[src/rtl/card_clk_pkg.sv]
package card_clk_pkg;
  localparam int CC_DIV_W   = 8;
  localparam int CC_LEN_W   = CC_DIV_W + 1;
  localparam int CC_REG_W   = 32;
  localparam int CC_ODD_BIT = 16;
  localparam int CC_LEG_BIT = 24;

  typedef struct packed {
    logic                legacy;
    logic                odd;
    logic [CC_DIV_W-1:0] div;
  } cc_mode_t;

  typedef logic [CC_LEN_W-1:0] cc_len_t;

  localparam cc_mode_t CC_MODE_RST = '{legacy: 1'b0, odd: 1'b1, div: '1};
endpackage

[src/rtl/card_clk_rst_sync.sv]
module card_clk_rst_sync #(
  parameter int STAGES = 2
) (
  input  logic clk,
  input  logic rst_n,
  output logic rst_n_sync
);
  logic [STAGES-1:0] sync_q;

  always_ff @(posedge clk or negedge rst_n) begin
    if (!rst_n) sync_q <= '0;
    else        sync_q <= {sync_q[STAGES-2:0], 1'b1};
  end

  assign rst_n_sync = sync_q[STAGES-1];
endmodule

[src/rtl/card_clk_mode_reg.sv]
module card_clk_mode_reg
  import card_clk_pkg::*;
(
  input  logic                clk,
  input  logic                rst_n,
  input  logic                wr_en,
  input  logic [CC_REG_W-1:0] wr_data,
  output cc_mode_t            mode_q
);
  cc_mode_t mode_d;

  always_comb begin
    mode_d = mode_q;
    if (wr_en) begin
      mode_d.div    = wr_data[CC_DIV_W-1:0];
      mode_d.odd    = wr_data[CC_ODD_BIT];
      mode_d.legacy = wr_data[CC_LEG_BIT];
    end
  end

  always_ff @(posedge clk or negedge rst_n) begin
    if (!rst_n) mode_q <= CC_MODE_RST;
    else        mode_q <= mode_d;
  end
endmodule

[src/rtl/card_clk_phase_calc.sv]
module card_clk_phase_calc
  import card_clk_pkg::*;
#(
  parameter bit LEGACY_EN = 1'b1
) (
  input  cc_mode_t mode_i,
  output cc_len_t  hi_len_o,
  output cc_len_t  lo_len_o
);
  cc_len_t base_len;
  logic    leg_sel;

  assign base_len = cc_len_t'(mode_i.div) + cc_len_t'(1);

  generate
    if (LEGACY_EN) begin : g_legacy
      assign leg_sel = mode_i.legacy;
    end else begin : g_ext_only
      assign leg_sel = 1'b0;
    end
  endgenerate

  always_comb begin
    lo_len_o = base_len;
    if (leg_sel) hi_len_o = base_len;
    else         hi_len_o = base_len + cc_len_t'(mode_i.odd);
  end
endmodule

[src/rtl/card_clk_divider.sv]
module card_clk_divider
  import card_clk_pkg::*;
(
  input  logic    clk,
  input  logic    rst_n,
  input  logic    enable,
  input  cc_len_t hi_len,
  input  cc_len_t lo_len,
  output logic    card_clk,
  output logic    rise_stb,
  output logic    fall_stb
);
  logic    clk_q, clk_d;
  logic    rise_q, rise_d;
  logic    fall_q, fall_d;
  logic    run_q, run_d;
  cc_len_t cnt_q, cnt_d;
  cc_len_t hi_q, hi_d;
  cc_len_t lo_q, lo_d;
  logic    start_hi, end_hi;

  assign start_hi = !run_q || (!clk_q && (cnt_q == lo_q));
  assign end_hi   = clk_q && (cnt_q == hi_q);

  always_comb begin
    clk_d  = clk_q;
    run_d  = run_q;
    cnt_d  = cnt_q;
    hi_d   = hi_q;
    lo_d   = lo_q;
    rise_d = 1'b0;
    fall_d = 1'b0;
    if (!enable) begin
      clk_d = 1'b0;
      run_d = 1'b0;
      cnt_d = '0;
    end else if (start_hi) begin
      clk_d  = 1'b1;
      rise_d = 1'b1;
      run_d  = 1'b1;
      cnt_d  = cc_len_t'(1);
      hi_d   = hi_len;
      lo_d   = lo_len;
    end else if (end_hi) begin
      clk_d  = 1'b0;
      fall_d = 1'b1;
      cnt_d  = cc_len_t'(1);
    end else begin
      cnt_d = cnt_q + cc_len_t'(1);
    end
  end

  always_ff @(posedge clk or negedge rst_n) begin
    if (!rst_n) begin
      clk_q  <= 1'b0;
      rise_q <= 1'b0;
      fall_q <= 1'b0;
      run_q  <= 1'b0;
      cnt_q  <= '0;
      hi_q   <= '0;
      lo_q   <= '0;
    end else begin
      clk_q  <= clk_d;
      rise_q <= rise_d;
      fall_q <= fall_d;
      run_q  <= run_d;
      cnt_q  <= cnt_d;
      hi_q   <= hi_d;
      lo_q   <= lo_d;
    end
  end

  assign card_clk = clk_q;
  assign rise_stb = rise_q;
  assign fall_stb = fall_q;


  disable_quiet_chk: assert property (@(posedge clk) disable iff (!rst_n)
    !enable |=> (!card_clk && !rise_stb && !fall_stb));

  rise_edge_chk: assert property (@(posedge clk) disable iff (!rst_n)
    rise_stb |-> (card_clk && !$past(card_clk)));

  fall_edge_chk: assert property (@(posedge clk) disable iff (!rst_n)
    fall_stb |-> (!card_clk && $past(card_clk)));

  phase_balance_chk: assert property (@(posedge clk) disable iff (!rst_n)
    run_q |-> ((hi_q == lo_q) || (hi_q == lo_q + cc_len_t'(1))));

  cfg_swap_chk: assert property (@(posedge clk) disable iff (!rst_n)
    !rise_stb |-> ($stable(hi_q) && $stable(lo_q)));
endmodule

[src/rtl/card_clk_holdoff.sv]
module card_clk_holdoff #(
  parameter int HOLD_EDGES = 8
) (
  input  logic clk,
  input  logic rst_n,
  input  logic start,
  input  logic rise_stb,
  output logic ready
);
  localparam int CW = $clog2(HOLD_EDGES + 1);
  localparam logic [CW-1:0] LAST = CW'(HOLD_EDGES - 1);

  logic [CW-1:0] cnt_q, cnt_d;
  logic          rdy_q, rdy_d;
  logic          cnt_en;

  assign cnt_en = !start && !rdy_q && rise_stb;

  always_comb begin
    cnt_d = cnt_q;
    rdy_d = rdy_q;
    if (start) begin
      cnt_d = '0;
      rdy_d = 1'b0;
    end else if (cnt_en) begin
      cnt_d = cnt_q + CW'(1);
      if (cnt_q == LAST) rdy_d = 1'b1;
    end
  end

  always_ff @(posedge clk or negedge rst_n) begin
    if (!rst_n) begin
      cnt_q <= '0;
      rdy_q <= 1'b1;
    end else begin
      cnt_q <= cnt_d;
      rdy_q <= rdy_d;
    end
  end

  assign ready = rdy_q;


  hold_clear_chk: assert property (@(posedge clk) disable iff (!rst_n)
    start |=> !ready);

  hold_rise_chk: assert property (@(posedge clk) disable iff (!rst_n)
    $rose(ready) |-> $past(rise_stb));
endmodule

[src/rtl/card_clk_gen.sv]
module card_clk_gen
  import card_clk_pkg::*;
#(
  parameter int HOLD_EDGES = 8,
  parameter bit LEGACY_EN  = 1'b1
) (
  input  logic                clk,
  input  logic                rst_n,
  input  logic                enable,
  input  logic                mode_wr,
  input  logic [CC_REG_W-1:0] mode_wdata,
  input  logic                hold_start,
  output logic                card_clk,
  output logic                rise_stb,
  output logic                fall_stb,
  output logic                hold_ready
);
  logic     rst_n_i;
  cc_mode_t mode_q;
  cc_len_t  hi_len, lo_len;

  card_clk_rst_sync #(.STAGES(2)) u_rst_sync (
    .clk(clk), .rst_n(rst_n), .rst_n_sync(rst_n_i)
  );

  card_clk_mode_reg u_mode (
    .clk(clk), .rst_n(rst_n_i), .wr_en(mode_wr), .wr_data(mode_wdata),
    .mode_q(mode_q)
  );

  card_clk_phase_calc #(.LEGACY_EN(LEGACY_EN)) u_calc (
    .mode_i(mode_q), .hi_len_o(hi_len), .lo_len_o(lo_len)
  );

  card_clk_divider u_div (
    .clk(clk), .rst_n(rst_n_i), .enable(enable), .hi_len(hi_len),
    .lo_len(lo_len), .card_clk(card_clk), .rise_stb(rise_stb),
    .fall_stb(fall_stb)
  );

  card_clk_holdoff #(.HOLD_EDGES(HOLD_EDGES)) u_hold (
    .clk(clk), .rst_n(rst_n_i), .start(hold_start), .rise_stb(rise_stb),
    .ready(hold_ready)
  );
endmodule

[config.mk]
export PLATFORM = sky130hd
export DESIGN_NAME = card_clk_gen
export DESIGN_NICKNAME = d
export VERILOG_FILES = /design/src/rtl/card_clk_pkg.sv /design/src/rtl/card_clk_rst_sync.sv /design/src/rtl/card_clk_mode_reg.sv /design/src/rtl/card_clk_phase_calc.sv /design/src/rtl/card_clk_divider.sv /design/src/rtl/card_clk_holdoff.sv /design/src/rtl/card_clk_gen.sv
export SDC_FILE = /design/constraint.sdc
export NUM_CORES = 1
export LEC_CHECK = 0
export BUFFER_PORTS_ARGS = -buffer_cell sky130_fd_sc_hd__buf_2
export CAP_MARGIN = 10
export CORE_MARGIN = 1.5
export CORE_UTILIZATION = 40
export CTS_BUF_LIST = sky130_fd_sc_hd__clkbuf_8
export DETAILED_ROUTE_END_ITERATION = 16
export PLACE_DENSITY = 0.62
export SLEW_MARGIN = 40
export SYNTH_ARGS = -nofsm -noshare
export SYNTH_HDL_FRONTEND = slang
export SYNTH_SLANG_ARGS = --single-unit
[constraint.sdc]
create_clock -name clk -period 2 [get_ports clk]
set_input_delay 0.2 -clock clk [delete_from_list [all_inputs] [get_ports clk]]
set_output_delay 0.2 -clock clk [all_outputs]
set_load 0.1 [all_outputs]
# After elaboration in Yosys (flattened, before gate mapping)
# Index checks and enable logic that the tools add are counted.
# totals
word_cells	54
out_inout_bits	4
input_bits	37
regBits	48
# op_classes
reduce_logical	13
muxes	19
n_eq_ne	5
n_addsub	4
# ops
op	count
$mux 9	4
$eq 9x9->1	2
$mux 1	13
$add 8x1->9 const B	1
$add 9x1->9	1
$add 9x1->9 const B	1
$mux 4	2
$add 4x1->4 const B	1
$eq 4x3->1 const B	1
$logic_and 1x1->1	4
$logic_not 1->1	4
$reduce_and 2->1	2
$reduce_bool 2->1	2
$ne 3x1->1 const B	1
$ne 2x1->1 const B	1
$logic_or 1x1->1	1

# Depth between registers and ports, before layout
# depth
ltp_word	5
depth_mapped	8
mapped_depth_nobuf	7

# By module
# From an unflattened synthesis, not the netlist that was laid out.
# hier_totals
cells_unflattened	278
hier_area_um2	2914.0
# by_module_without_submodules
module	instances	seq_area_each_um2	cells_per_inst	area_each_um2
card_clk_divider	1	775.7	186	1859.3
card_clk_mode_reg	1	261.5	21	422.9
card_clk_phase_calc	1	0.0	46	337.8
card_clk_holdoff	1	126.4	22	240.2
card_clk_rst_sync	1	50.0	3	53.8

# Worst setup path before layout
# Ideal clock, no wire load.
# synth_timing
kind	register -> register
startpoint	register u_div.clk_q (netlist: u_div.card_clk)
endpoint	register u_div.lo_q[1]
path_slack_ns	-0.108
setup_time_ns	0.127
stages_incl_launch_ff	6
t_arrival_ns	1.981
required_ns	1.873
period_less_slack_ns	2.108
path_buffers	1
path_cell_list	dfrtp_1 > o41a_1 > nand2b_4 > buf_6 > clkinv_4 > mux2_1
# synth_between
elab_chain_cells	4
# synth_lines
element	line_no	rtl
start: declaration	card_clk_divider.sv:13	logic clk_q, clk_d;
start signal: assignment	card_clk_divider.sv:63	clk_q <= clk_d;
$logic_not 1->1	card_clk_divider.sv:22	assign start_hi = !run_q || (!clk_q && (cnt_q == lo_q));
$logic_and 1x1->1	card_clk_divider.sv:22	
$logic_or 1x1->1	card_clk_divider.sv:22	
$reduce_and 2->1 (no source line)	-	
end signal: assignment	card_clk_divider.sv:69	lo_q <= lo_d;
end: declaration	card_clk_divider.sv:19	cc_len_t lo_q, lo_d;
# Every way passes these cells.
# A chain may end at the register's enable or synchronous reset.

# Worst setup path in the final report
# layout_timing
startpoint	register u_mode.mode_q[0] (netlist name)
endpoint	register u_div.hi_q[8]
# layout_between
elab_chain_cells	3
# layout_lines
element	line_no	rtl
$add 8x1->9	card_clk_phase_calc.sv:13	assign base_len = cc_len_t'(mode_i.div) + cc_len_t'(1);
net lo_len[0]	card_clk_gen.sv:20	cc_len_t hi_len, lo_len;
$add 9x1->9	card_clk_phase_calc.sv:26	else hi_len_o = base_len + cc_len_t'(mode_i.odd);
$mux 9	card_clk_phase_calc.sv:25	if (leg_sel) hi_len_o = base_len;
end signal: assignment	card_clk_divider.sv:68	hi_q <= hi_d;
end: declaration	card_clk_divider.sv:18	cc_len_t hi_q, hi_d;
# The timed path passes the listed nets, and every way through them passes these cells.

==> impl_metrics.yaml <==
die:
  core_region_area_um2: 5640
  initial_util: 0.424
  die_area_um2: 6460
  floorplan.die.width_um: 80.4
  io-pin-count: 41
  number_of_placement_rows: 27
  die_h_um: 80.4
finish:
  final_core_utilization: 0.504
  final_cell_mix: "sky130_fd_sc_hd__dfrtp_1, sky130_fd_sc_hd__xnor2_1, sky130_fd_sc_hd__buf_4"
  area_delta_synth_final_pct: 18.8
  num_antenna_cells: 0
  num-nets-final: 293
  layout-drive-gt1-share: 0.298
  leading_cell_type_in_the_layout_fill_and_taps_excluded: "sky130_fd_sc_hd__dfrtp_1"
  final_cell_area_um2: 2840
timing:
  worstMarginPinSlew_ns: 0.616
  setup_viol: 0
  fmax_mhz: 521
  fin_crit_share: 0.959
  skew_ns: 0.0110
  worst_relative_slew_slack: 0.589
  maxSlewViolCount: 0
  finalHoldViolCount: 0
  fin_crit_ns: 1.92
cts:
  clkSlewWorstSetupHoldPaths_ns: 0.09
  numCtsBuffers: 5
  worst_skew_pair.late_latency_ns: 0.30
  cts_tree: "built"
  numClockSinks: 48
  cts_max_level: 2
  clock-root-buffer: "sky130_fd_sc_hd__clkbuf_8"
  cts-root-to-sink-buffers: 2
logic_synthesis:
  ys_types: 39
  postSynthCellCount: 215
  synth.cell_area_um2: 2390
  ys_warn_count: 0
  postSynthAreaPerCell_um2: 11.1
  synth.ff_latch_count: 48
  synth.yosys.seq_area_share: 0.507
  synth_fp_nets: 257
placement:
  port_buffers: 18
  placement.cell_area_um2: 2670
  estimated_wirelength_of_the_detail_placed_design_um: 3250
  globalplace.congestion: 0.805
power:
  peakVddDrop_mv: 0.432
  power_leakage_uw: 0.00122
  p_total_uw: 2220
  power_density_nw_per_um2: 780
grt:
  grt_pass1_wl_um: 7710
  largest_net_degree_at_the_start_of_global_routing: 29
  globalRoute.totalOverflow: 0
  tot_gr_track_use: 0.156
  first_global_vias: 1676
  number_of_antenna_violations_at_the_first_check_in_global_routing: 0
detailed_routing:
  routedWlPerCell_um: 13.6
  dr_total_vias: 1606
  drt_iter0_markers: 80
  ant_nets: 0
  count_of_tritonroute_iterations_in_the_first_routing_pass: 4
  drcViolationCount: 0
  postRouteWirelength_um: 4400
  viasPerCell: 4.96
setup_path:
  crit_type: "reg2reg"
  critPathCaptureType: "flop"
  cp.arrival_ns: 2.11
  critPathLaunchType: "flop"
  path_max_fanout: 4
  required_time_of_the_worst_setup_path_ns: 2.19
worst_hold_path:
  class_of_the_tightest_hold_or_removal_check: "in2reg"
run_status:
  outcome: "finished, final reports clean"
job:
  max_cap_viol_count: 0
==> metal layers <==
layer	GRT usage	routed length, um	up-vias
met4	0.0466	35	0
met5	0	0	-
li1	-	-	808
met1	0.207	2210	766
met2	0.255	2030	27
met3	0.0341	119	5
==> report_power, final <==
part	internal [uW]	total, uW	switching, uW	leakage (uW)
combinational	230	429	199	0.000586
sequential	1090	1200	106	0.000589
clock	276	594	317	0.0000486
==> worst max-delay path, stage by stage, from the launching register on <==
cell and delay [ns]:
sky130_fd_sc_hd__dfstp_2 0.60, sky130_fd_sc_hd__inv_2 0.07, sky130_fd_sc_hd__ha_4 0.17, sky130_fd_sc_hd__ha_4 0.16, sky130_fd_sc_hd__and3_4 0.15, sky130_fd_sc_hd__and2_4 0.16, sky130_fd_sc_hd__a41o_1 0.23, sky130_fd_sc_hd__mux2_1 0.28
==> stage by stage <==
stage | hold WS, ns | worst slack [ns] | setup TNS, ns | std cells
global placement | -0.0154 | -0.0305 | -0.0305 | 314
floorplan | -0.0956 | 0.0478 | 0 | 215
finish | 0.0919 | 0.0819 | 0 | 324
CTS | 0.0845 | 0.0224 | 0 | 324
global route | 0.0834 | -0.00192 | -0.00192 | 324
detailed placement | -0.0122 | -0.0427 | -0.0427 | 314
==> repair_timing <==
| item | 4_1_cts | 5_1_grt |
|---|---|---|
| hold buffers | 1 | 0 |
| setup buffers | 1 | 0 |
| endpoints found under the setup margin | 1 | 5 |
| hold endpoints to repair | 2 | 0 |
| pin swaps | 0 | 0 |
| resized for setup | 3 | 9 |
==> layout make-up <==
cell class	instances	area (um^2)
timing repair buffer	39	250
multi-input combinational	151	1170
sequential	48	1220
inverter	6	27.5
clock buffer	6	82.6
tap	72	90.1
fill	513	2800
clock inverter	2	11.3
==> flip-flops by register name (all words and copies together), names as in the netlist <==
signal             cells
u_div.card_clk         1
u_div.fall_stb         1
u_mode.mode_q         10
u_div.hi_q             9
u_div.run_q            1
u_rst_sync.sync_q      2
u_div.lo_q             9
u_div.cnt_q            9
u_hold.ready           1
u_div.rise_stb         1
u_hold.cnt_q           4
==> kinds of logic (layout without fill, tap and decap cells) <==
logic type,Yosys count,count (layout),share of synthesized area
mux,19,19,0.0878
flops,48,48,0.507
buf+inv,16,53,0.0319
xor+xnor,39,39,0.143
simple gates,55,55,0.122
other cells,1,1,0.00157
compound gates,32,32,0.0805
fa+ha+maj,5,5,0.0261
==> cells in the mapped netlist <==
master,instances,share of area
sky130_fd_sc_hd__and2_1,2,0.0052
sky130_fd_sc_hd__a21o_1,1,0.0031
sky130_fd_sc_hd__xnor2_1,28,0.10
sky130_fd_sc_hd__o41a_1,1,0.0047
sky130_fd_sc_hd__and3_1,5,0.013
sky130_fd_sc_hd__a41o_1,1,0.0042
sky130_fd_sc_hd__nand3b_1,1,0.0031
sky130_fd_sc_hd__a32o_1,1,0.0042
sky130_fd_sc_hd__nand2_1,9,0.014
sky130_fd_sc_hd__nand4_1,9,0.024
sky130_fd_sc_hd__dfrtp_1,38,0.40
sky130_fd_sc_hd__a31oi_1,2,0.0052
sky130_fd_sc_hd__o31ai_1,2,0.0063
sky130_fd_sc_hd__o21ai_0,16,0.033
sky130_fd_sc_hd__or2_1,1,0.0026
sky130_fd_sc_hd__mux2_1,9,0.042
sky130_fd_sc_hd__nand2b_4,1,0.0057
sky130_fd_sc_hd__o211ai_1,1,0.0031
sky130_fd_sc_hd__buf_2,3,0.0063
sky130_fd_sc_hd__xor2_1,11,0.040
sky130_fd_sc_hd__a41oi_1,1,0.0037
sky130_fd_sc_hd__o21ai_1,3,0.0063
sky130_fd_sc_hd__ha_1,5,0.026
sky130_fd_sc_hd__nand2b_1,1,0.0026
sky130_fd_sc_hd__nor2b_1,2,0.0052
sky130_fd_sc_hd__nor2_1,14,0.022
sky130_fd_sc_hd__nor3b_1,1,0.0031
sky130_fd_sc_hd__clkinv_4,1,0.0037
sky130_fd_sc_hd__mux2i_1,3,0.013
sky130_fd_sc_hd__nor3_1,2,0.0042
sky130_fd_sc_hd__clkbuf_1,6,0.0094
sky130_fd_sc_hd__mux2_2,7,0.033
sky130_fd_sc_hd__buf_6,1,0.0047
sky130_fd_sc_hd__conb_1,1,0.0016
sky130_fd_sc_hd__and4_1,2,0.0073
sky130_fd_sc_hd__nand3_1,5,0.010
sky130_fd_sc_hd__a21oi_1,3,0.0063
sky130_fd_sc_hd__dfstp_2,10,0.11
sky130_fd_sc_hd__inv_1,5,0.0078
==> final timing paths <==
check	start	to	slack [ns]	cells after the start
max in group asynchronous	u_rst_sync.sync_q[1]$_DFF_PN0_	u_mode.mode_q[8]$_DFFE_PN1P_	1.09	1
worst min register to register	u_rst_sync.sync_q[1]$_DFF_PN0_	u_div.hi_q[5]$_DFFE_PN0P_	0.29	0
worst max register to register	u_mode.mode_q[0]$_DFFE_PN1P_	u_div.hi_q[8]$_DFFE_PN0P_	0.08	7
worst max-delay path	u_mode.mode_q[0]$_DFFE_PN1P_	u_div.hi_q[8]$_DFFE_PN0P_	0.08	7
min in group asynchronous	rst_n	u_rst_sync.sync_q[1]$_DFF_PN0_	0.21	2
worst min-delay path	hold_start	u_hold.ready$_DFFE_PN1P_	0.09	2
No activity file was read; power rests on OpenSTA's default activity.
